===== config.mk =====
export PLATFORM = sky130hd
export DESIGN_NAME = lin_resp_len
export DESIGN_NICKNAME = d
export VERILOG_FILES = /design/src/rtl/lrl_pkg.sv /design/src/rtl/lrl_ctrl.sv /design/src/rtl/lrl_dp.sv /design/src/rtl/lin_resp_len.sv
export SDC_FILE = /design/constraint.sdc
export NUM_CORES = 1
export LEC_CHECK = 0
export CAP_MARGIN = 15
export CORE_ASPECT_RATIO = 1.25
export CORE_MARGIN = 2
export CORE_UTILIZATION = 35
export CTS_CLUSTER_DIAMETER = 120
export CTS_CLUSTER_SIZE = 24
export DETAILED_ROUTE_END_ITERATION = 12
export GPL_ROUTABILITY_DRIVEN = 0
export PLACE_DENSITY = 0.77
export SETUP_SLACK_MARGIN = 0.2
export SKIP_CTS_REPAIR_TIMING = 1
export SYNTH_ARGS = -nofsm -noshare
export SYNTH_HDL_FRONTEND = slang
export SYNTH_HIERARCHICAL = 1
export SYNTH_SLANG_ARGS = --single-unit
export TNS_END_PERCENT = 10

===== constraint.sdc =====
create_clock -name clk -period 4.2 [get_ports clk]
set_clock_uncertainty 0.15 [all_clocks]
set_input_delay 1.26 -clock clk [delete_from_list [all_inputs] [get_ports clk]]
set_output_delay 1.26 -clock clk [all_outputs]
set_load 0.03 [all_outputs]

===== src/rtl/lrl_pkg.sv =====
package lrl_pkg;
  typedef struct packed {
    logic wrLen;
    logic load;
    logic dirTx;
    logic count;
    logic endResp;
  } lrlStrobe_t;
endpackage


===== src/rtl/lrl_ctrl.sv =====
module lrl_ctrl
  import lrl_pkg::*;
(
  input  logic       clk,
  input  logic       rstN,
  input  logic       lenWr,
  input  logic       cmdStart,
  input  logic       cmdTx,
  input  logic       byteDone,
  input  logic       byteErr,
  input  logic       atChecksum,
  output lrlStrobe_t st,
  output logic       busy,
  output logic       respDone
);
  logic busyQ, dirQ, doneQ;

  always_comb begin
    st = '0;
    st.dirTx = cmdStart ? cmdTx : dirQ;
    st.wrLen = lenWr && !busyQ && !cmdStart;
    if (cmdStart) st.load = 1'b1;
    else if (busyQ && byteErr) st.endResp = 1'b1;
    else if (busyQ && byteDone) begin
      if (atChecksum) st.endResp = 1'b1;
      else            st.count = 1'b1;
    end
  end

  always_ff @(posedge clk) begin
    if (!rstN) begin
      busyQ <= 1'b0;
      dirQ  <= 1'b0;
      doneQ <= 1'b0;
    end else begin
      doneQ <= !cmdStart && busyQ && byteDone && !byteErr && atChecksum;
      if (st.load) begin
        busyQ <= 1'b1;
        dirQ  <= cmdTx;
      end else if (st.endResp) begin
        busyQ <= 1'b0;
      end
    end
  end

  assign busy     = busyQ;
  assign respDone = doneQ;
endmodule


===== src/rtl/lrl_dp.sv =====
module lrl_dp
  import lrl_pkg::*;
#(
  parameter int LEN_W  = 4,
  parameter int MAX_LEN = 8,
  parameter int BT_W   = 6,
  parameter int BT_RST = 32,
  parameter int BT_MIN = 8
) (
  input  logic             clk,
  input  logic             rstN,
  input  lrlStrobe_t       st,
  input  logic [LEN_W-1:0] lenTxIn,
  input  logic [LEN_W-1:0] lenRxIn,
  input  logic             enable,
  input  logic             isMaster,
  input  logic             btWr,
  input  logic [BT_W-1:0]  btIn,
  input  logic             btNoResync,
  input  logic             resyncValid,
  input  logic [BT_W-1:0]  resyncBt,
  output logic [LEN_W-1:0] txLen,
  output logic [LEN_W-1:0] rxLen,
  output logic [BT_W-1:0]  bitTime,
  output logic             resyncOff,
  output logic             atChecksum
);
  localparam logic [LEN_W-1:0] MaxL  = LEN_W'(MAX_LEN);
  localparam logic [BT_W-1:0]  BtRst = BT_W'(BT_RST);
  localparam logic [BT_W-1:0]  BtMin = BT_W'(BT_MIN);

  logic [LEN_W-1:0] txQ, rxQ;
  logic [BT_W-1:0]  btQ;
  logic             offQ;

  function automatic logic [LEN_W-1:0] clampLen(input logic [LEN_W-1:0] v);
    return (v > MaxL) ? MaxL : v;
  endfunction

  function automatic logic [BT_W-1:0] floorBt(input logic [BT_W-1:0] v);
    return (v < BtMin) ? BtMin : v;
  endfunction

  always_ff @(posedge clk) begin
    if (!rstN) begin
      txQ <= '0;
      rxQ <= '0;
    end else if (st.load) begin
      if (st.dirTx) begin
        txQ <= clampLen(txQ);
        rxQ <= '0;
      end else begin
        rxQ <= clampLen(rxQ);
        txQ <= '0;
      end
    end else if (st.count) begin
      if (st.dirTx) rxQ <= rxQ + 1'b1;
      else          txQ <= txQ + 1'b1;
    end else if (st.wrLen) begin
      txQ <= lenTxIn;
      rxQ <= lenRxIn;
    end
  end

  always_ff @(posedge clk) begin
    if (!rstN) begin
      btQ  <= BtRst;
      offQ <= 1'b0;
    end else if (st.endResp && !offQ) begin
      btQ <= BtRst;
    end else if (btWr && !enable) begin
      if (btNoResync) begin
        btQ  <= floorBt(btIn);
        offQ <= 1'b1;
      end else begin
        btQ  <= BtRst;
        offQ <= 1'b0;
      end
    end else if (resyncValid && enable && !isMaster && !offQ && !st.endResp) begin
      btQ <= floorBt(resyncBt);
    end
  end

  assign atChecksum = (txQ == rxQ);
  assign txLen      = txQ;
  assign rxLen      = rxQ;
  assign bitTime    = btQ;
  assign resyncOff  = offQ;
endmodule


===== src/rtl/lin_resp_len.sv =====
module lin_resp_len
  import lrl_pkg::*;
#(
  parameter int LEN_W   = 4,
  parameter int MAX_LEN = 8,
  parameter int BT_W    = 6,
  parameter int BT_RST  = 32,
  parameter int BT_MIN  = 8
) (
  input  logic             clk,
  input  logic             rstN,
  input  logic             enable,
  input  logic             isMaster,
  input  logic             lenWr,
  input  logic [LEN_W-1:0] lenTxIn,
  input  logic [LEN_W-1:0] lenRxIn,
  input  logic             cmdStart,
  input  logic             cmdTx,
  input  logic             byteDone,
  input  logic             byteErr,
  input  logic             btWr,
  input  logic [BT_W-1:0]  btIn,
  input  logic             btNoResync,
  input  logic             resyncValid,
  input  logic [BT_W-1:0]  resyncBt,
  output logic [LEN_W-1:0] txLen,
  output logic [LEN_W-1:0] rxLen,
  output logic             isChecksum,
  output logic             busy,
  output logic             respDone,
  output logic [BT_W-1:0]  bitTime,
  output logic             resyncOff
);
  lrlStrobe_t st;
  logic       atChecksum;

  lrl_ctrl u_ctrl (
    .clk(clk), .rstN(rstN), .lenWr(lenWr), .cmdStart(cmdStart), .cmdTx(cmdTx),
    .byteDone(byteDone), .byteErr(byteErr), .atChecksum(atChecksum),
    .st(st), .busy(busy), .respDone(respDone)
  );

  lrl_dp #(
    .LEN_W(LEN_W), .MAX_LEN(MAX_LEN), .BT_W(BT_W), .BT_RST(BT_RST), .BT_MIN(BT_MIN)
  ) u_dp (
    .clk(clk), .rstN(rstN), .st(st), .lenTxIn(lenTxIn), .lenRxIn(lenRxIn),
    .enable(enable), .isMaster(isMaster), .btWr(btWr), .btIn(btIn),
    .btNoResync(btNoResync), .resyncValid(resyncValid), .resyncBt(resyncBt),
    .txLen(txLen), .rxLen(rxLen), .bitTime(bitTime), .resyncOff(resyncOff),
    .atChecksum(atChecksum)
  );

  assign isChecksum = busy && atChecksum;
endmodule


==> summary.md, run 1 <==
| Metric | Value |
|---|---|
| Status | completed |
| Mapped Cells | 141 |
| Area Growth Syn to Fin | 50.0% |
| Critical Path RT | between 2 and 3 ns |
| Synth Register Bits | 18 |
| Share of cells above drive strength 1 | 0.0677 |
| Placement Cell Area | 1700 um2 |
| DRT antenna net count | 0 |
| RSZ-0062 raised after global routing | no |
| CORE AREA | 3190 um2 |
| Ys flop type | dfxtp_1 |
| DR DRC count | 0 |
| Initial antenna violation count | 0 |
| Clock slew at reported path FFs | 0.07 ns |
| Average size of a mapped cell | 8.29 um2 |
| Final Cycle Share | 0.889 |
| RR Endpoint | u_dp/rxLen[1] |
| # port buffers | just under 50 |
| Num CTS Buffers | 3 |
| Post-Syn Area | 1170 um2 |
| Post-synth net total | 177 |
| Sequential fraction of the synthesis area | 0.308 |
| Final Hold Fails | 0 |
| FFs w/ async S/R, synth | 0 |
| Worst setup path start | u_dp/txLen[0] |
| Full die area | 3820 um2 |
| Vias post-DR | 1255 |
| Kind of critical path | reg -> out |
| First-pass GRT wire length | 5240 um |
| R2R Setup Slk | 1.42 ns |
| Worst Path Arrival | 2.32 ns |
| Cell area after layout | 1750 um2 |
| CTS root buf | clkbuf_8 |
| Bufs on Longest Clock Path | 2 |
| Number of DRC markers in iteration 0 | slightly below 60 |
| Number of global-route vias before repair | roughly 1200 |
| Final setup violation count | 0 |
| Worst reg2reg path depth | 8 |
| Vias per std cell | 5.48 |
| Pwr dens | approximately 280 nW/um2 |
| Yosys cell types | 45 |
| Number of synthesized flops with an enable pin | 0 |
| HP Class | reg -> reg |
| Worst-Margin Slew | 0.663 ns |
| Die Wd | 55.7 um |
| Max transition margin | 0.553 |
| Setup crit end | isChecksum |
| First drt pass iteration count | 4 |
| Ranking of synthesized cells by area | dfxtp_1, nor2_1, ha_1 |
| Clock Latency Late Sink | 0.25 ns |
| FF-to-FF Start | u_dp/txLen[0] |
| Largest net degree at the start of global routing | 22 |
| H-tree levels | 1 |
| DP HPWL | 2580 um |
| Leakage Power | 0.649 nW |
| Height of the die | roughly 70 um |
| Num rows | 23 |
| Routed WL | 3360 um |
| Synth top area share | 0.308 |
| Fin util | 0.549 |
| Nets | 229 |
| Minimum clock period | 3.73 ns |
| Max Clk Rate | 268 MHz |
| GRT overflow | 0 |
| Crit-path max FO | 7 |
| Cells after DPL | 225 |
| Max-slew violation count | 0 |
| Crit end category | primary output |
| Per-cell routed wire length | approximately 15 um |
| IR drop worst, VDD | 186 uV |
| Setup_tns | 0 ns |
| Ant diodes | 0 |
| TritonCTS clock tree | yes |
| Ports | 50 |
| Post-synth top area cell | dfxtp_1 |
| Synth warn | 6 |
| Non-filler cells, final | 229 |
| Maxcap violations | 0 |
| Starting Density | 0.366 |
| Total Routing Usage GR | 0.175 |
| # clock sinks | 18 |
| Setup crit start kind | register |
==> kinds of logic after synthesis <==
family | synth area share
DFF | 0.308
xor gates and xnor gates | 0.0600
adders and majority gates | 0.0428
and+or+nand+nor | 0.247
AOI/OAI and AO/OA | 0.267
muxes | 0.0300
buffers and inverters | 0.0450
==> sequential cells by signal, summed over array words and instances, names as in the netlist <==
| name | cells |
|---|---|
| u_ctrl/dirQ | 1 |
| u_dp/resyncOff | 1 |
| u_ctrl/busy | 1 |
| u_dp/txLen | 4 |
| u_dp/bitTime | 6 |
| u_ctrl/respDone | 1 |
| u_dp/rxLen | 4 |
==> layout by cell type, fill, tap and decap left out, types with 4 or more instances in the layout <==
| cell | count |
|---|---|
| xor2_1 | 5 |
| o21ai_0 | 5 |
| nand2b_1 | 4 |
| nor3_1 | 7 |
| ha_1 | 4 |
| dfxtp_1 | 18 |
| nand2_1 | 10 |
| inv_1 | 8 |
| nor2_1 | 15 |
| clkbuf_8 | 4 |
| a211oi_1 | 4 |
| clkdlybuf4s50_1 | 49 |
| a21oi_1 | 8 |
==> routing by layer <==
| layer | vias up | share of wire | GRT usage |
|---|---|---|---|
| met1 | 584 | 0.42 | 0.205 |
| met3 | 2 | 0.055 | 0.0354 |
| li1 | 624 | - | - |
| met5 | - | 0 | 0 |
| met2 | 45 | 0.52 | 0.314 |
| met4 | 0 | 0.0062 | 0.0762 |
==> how the worst min path moves through the flow <==
stage | startpoint | end | slack, ns | cells after the start
after detailed placement | u_dp/bitTime[5] | u_dp/bitTime[5] | 0.32 | 1
after CTS | u_dp/bitTime[5] | u_dp/bitTime[5] | 0.34 | 1
after global routing | u_dp/bitTime[1] | u_dp/bitTime[1] | 0.38 | 2
after floorplan | u_ctrl/dirQ | u_ctrl/dirQ | 0.46 | 2
final | u_dp/bitTime[5] | u_dp/bitTime[5] | 0.33 | 1
after global placement | u_dp/bitTime[5] | u_dp/bitTime[5] | 0.30 | 1
==> report_power, final <==
| group | switching [mW] | internal [mW] | total, mW | leakage (nW) |
|---|---|---|---|---|
| clock | 0.0604 | 0.0833 | 0.144 | 0.0288 |
| sequential | 0.0136 | 0.182 | 0.196 | 0.148 |
| combinational | 0.0791 | 0.0768 | 0.156 | 0.473 |
==> through the flow <==
| stage | hold slack [ns] | total power [mW] | worst slack, ns |
|---|---|---|---|
| 5_1_grt | 0.377 | 0.521 | 0.335 |
| 4_1_cts | 0.343 | 0.497 | 0.454 |
| 6_report | 0.332 | 0.495 | 0.468 |
| 3_5_place_dp | 0.321 | 0.354 | 0.603 |
| 3_3_place_gp | 0.301 | 0.350 | 0.700 |
| 2_1_floorplan | 0.456 | 0.282 | 1.30 |
==> Yosys cell counts (3+ instances only) <==
library cell  number
a211oi_1           4
a21oi_1            8
a221oi_1           3
buf_2              3
dfxtp_1           18
ha_1               4
inv_1              8
nand2_1           10
nand2b_1           4
nand3_1            3
nor2_1            15
nor2b_1            3
nor3_1             7
nor3b_1            3
o21ai_0            5
xnor2_1            3
xor2_1             5
==> layout make-up <==
| cell class | count | area [um2] |
|---|---|---|
| tap | 37 | 46.3 |
| clock buffer | 4 | 55.1 |
| sequential | 18 | 360 |
| timing repair buffer | 51 | 505 |
| multi-input combinational | 111 | 756 |
| inverter | 8 | 30.0 |
| fill | 305 | 1440 |
==> worst max-delay path, stage by stage, from the launching register on <==
cell	delay, ns
dfxtp_1	0.48
xor2_1	0.12
nor4_1	0.58
and2_1	0.22
clkdlybuf4s50_1	0.66
Note: power is estimated with default switching activity, not from simulation.
==> run 2, diff against run 1 <==
--- a/config.mk
+++ b/config.mk
@@ -6,14 +6,16 @@
 export NUM_CORES = 1
 export LEC_CHECK = 0
 export CAP_MARGIN = 15
-export CORE_ASPECT_RATIO = 1.25
+export CORE_ASPECT_RATIO = 0.5
 export CORE_MARGIN = 2
 export CORE_UTILIZATION = 35
 export CTS_CLUSTER_DIAMETER = 120
 export CTS_CLUSTER_SIZE = 24
 export DETAILED_ROUTE_END_ITERATION = 12
+export DONT_BUFFER_PORTS = 1
 export GPL_ROUTABILITY_DRIVEN = 0
-export PLACE_DENSITY = 0.77
+export HOLD_SLACK_MARGIN = 0.03
+export PLACE_DENSITY = 0.58
 export SETUP_SLACK_MARGIN = 0.2
 export SKIP_CTS_REPAIR_TIMING = 1
 export SYNTH_ARGS = -nofsm -noshare
==> summary.md, run 2 (synthesis results as in run 1) <==
| Metric | Value |
|---|---|
| DR DRC count | 3 |
| CP Buf/Inv Count | 0 |
| Routed WL | 2860 um |
| CP max-delay cell | dfxtp_1 |
| TritonCTS clock tree | yes |
| CORE AREA | 3100 um2 |
| Commonest cells after routing, fill and taps aside | dfxtp_1, nor2_1, nand2_1 |
| Clock Latency Late Sink | 0.26 ns |
| First-pass GRT wire length | 4700 um |
| Number of DRC markers in iteration 0 | roughly 110 |
| Pwr dens | 346 nW/um2 |
| Critical Path RT | 2.79 ns |
| # port buffers | 0 |
| Vias post-DR | ~1000 |
| Initial antenna violation count | 0 |
| DP HPWL | 2200 um |
| Full die area | 3850 um2 |
| Cell family contributing the most delay on the critical path | simple AND/OR/NAND/NOR gates |
| Minimum clock period | 3.55 ns |
| IR drop worst, VDD | 102 uV |
| Per-cell routed wire length | 15.6 um |
| Num rows | 14 |
| Commonest non-fill, non-tap cell in the layout | dfxtp_1 |
| Vias per std cell | 5.72 |
| Kind of critical path | reg -> out |
| Fin util | 0.408 |
| Total Routing Usage GR | 0.157 |
| DRT antenna net count | 0 |
| Num CTS Buffers | 3 |
| Largest net degree at the start of global routing | 23 |
| Area Growth Syn to Fin | 8.35% |
| Final Hold Fails | 0 |
| Final setup violation count | 0 |
| Height of the die | 44.9 um |
| HP Class | reg -> reg |
| Maxcap violations | 0 |
| Starting Density | 0.377 |
| Final Cycle Share | 0.846 |
| CTS root buf | clkbuf_8 |
| Crit-path max FO | 7 |
| GRT overflow | 0 |
| WHS | around 0.49 ns |
| Bufs on Longest Clock Path | 2 |
| Number of global-route vias before repair | 1011 |
| Setup crit start kind | register |
| Crit end category | primary output |
| First drt pass iteration count | 9 |
| RSZ-0062 raised after global routing | no |
| Worst-Margin Slew | 0.728 ns |
| Ports | 50 |
| Die Wd | 85.7 um |
| CP Cell Sequence | xor2_1, nor4_1, and2_1 |
| Leakage Power | between 0.4 and 0.5 nW |
| H-tree levels | 1 |
| # clock sinks | 18 |
| Worst Path Arrival | ~2.1 ns |
| Share of cells above drive strength 1 | 0.0909 |
| Setup_tns | 0 ns |
| Max transition margin | 0.510 |
| Status | complete, but fails checks |
| Max-slew violation count | 0 |
| Ant diodes | 0 |
| Failing checks | DRC |
| Max reg flops | 6 |
| Max Clk Rate | 282 MHz |
| Slowest stage delay, CP | 0.67 ns |
| Nets | 180 |
| Clock slew at reported path FFs | 0.08 ns |
==> run 2: changes by cell type in the layout (fill, tap and decap cells not counted), sizes merged <==
cell	change
clkdlybuf4s50	-49
==> run 2: stage by stage <==
step / instances / cell area [um2] / worst slack (ns) / power (mW)
finish: 183 / 1270 / 0.649 / 0.439
global route: 183 / 1270 / 0.519 / 0.462
CTS: 183 / 1270 / 0.626 / 0.444
detailed placement: 179 / 1210 / 0.920 / 0.296
global placement: 179 / 1210 / 0.948 / 0.296
floorplan: 141 / 1170 / 1.30 / 0.282
==> run 2: power breakdown <==
part / switching, mW / internal, mW / leakage, nW
registers: 0.0347 / 0.182 / 0.148
clock network: 0.0636 / 0.0834 / 0.0288
logic: 0.0418 / 0.0331 / 0.288
total: 0.140 / 0.299 / 0.465
==> run 2: area by class of cell <==
type	count	area [um2]
Fill cell	329	1830
Multi-Input combinational cell	111	756
Sequential cell	18	360
Clock buffer	4	55.1
Tap cell	40	50.0
Inverter	8	30.0
Timing Repair Buffer	2	15.0
==> run 2: path summary, 6_finish.rpt <==
kind / start / to / slack, ns / cells after the start
max: u_dp/txLen[0] / isChecksum / 0.65 / 3
min: u_dp/bitTime[0] / u_dp/bitTime[0] / 0.49 / 2
max reg2reg: u_dp/txLen[0] / u_dp/rxLen[1] / 0.94 / 8
min reg2reg: u_dp/bitTime[0] / u_dp/bitTime[0] / 0.49 / 2
==> run 2: worst register-to-register path: cells and delay by family (launching register included) <==
family / cells / cell delay (ns)
buf+inv: 1 / 0.26
flops: 1 / 0.67
simple gates: 4 / 1.74
xor+xnor: 1 / 0.13
compound gates: 2 / 0.25
==> run 2: metal layers <==
metal | vias up | share of wire | track usage
li1 | 530 | - | -
met1 | 469 | 0.46 | 0.202
met2 | 46 | 0.45 | 0.259
met3 | 2 | 0.089 | 0.0585
met4 | 0 | 0.0028 | 0.0286
met5 | - | 0 | 0
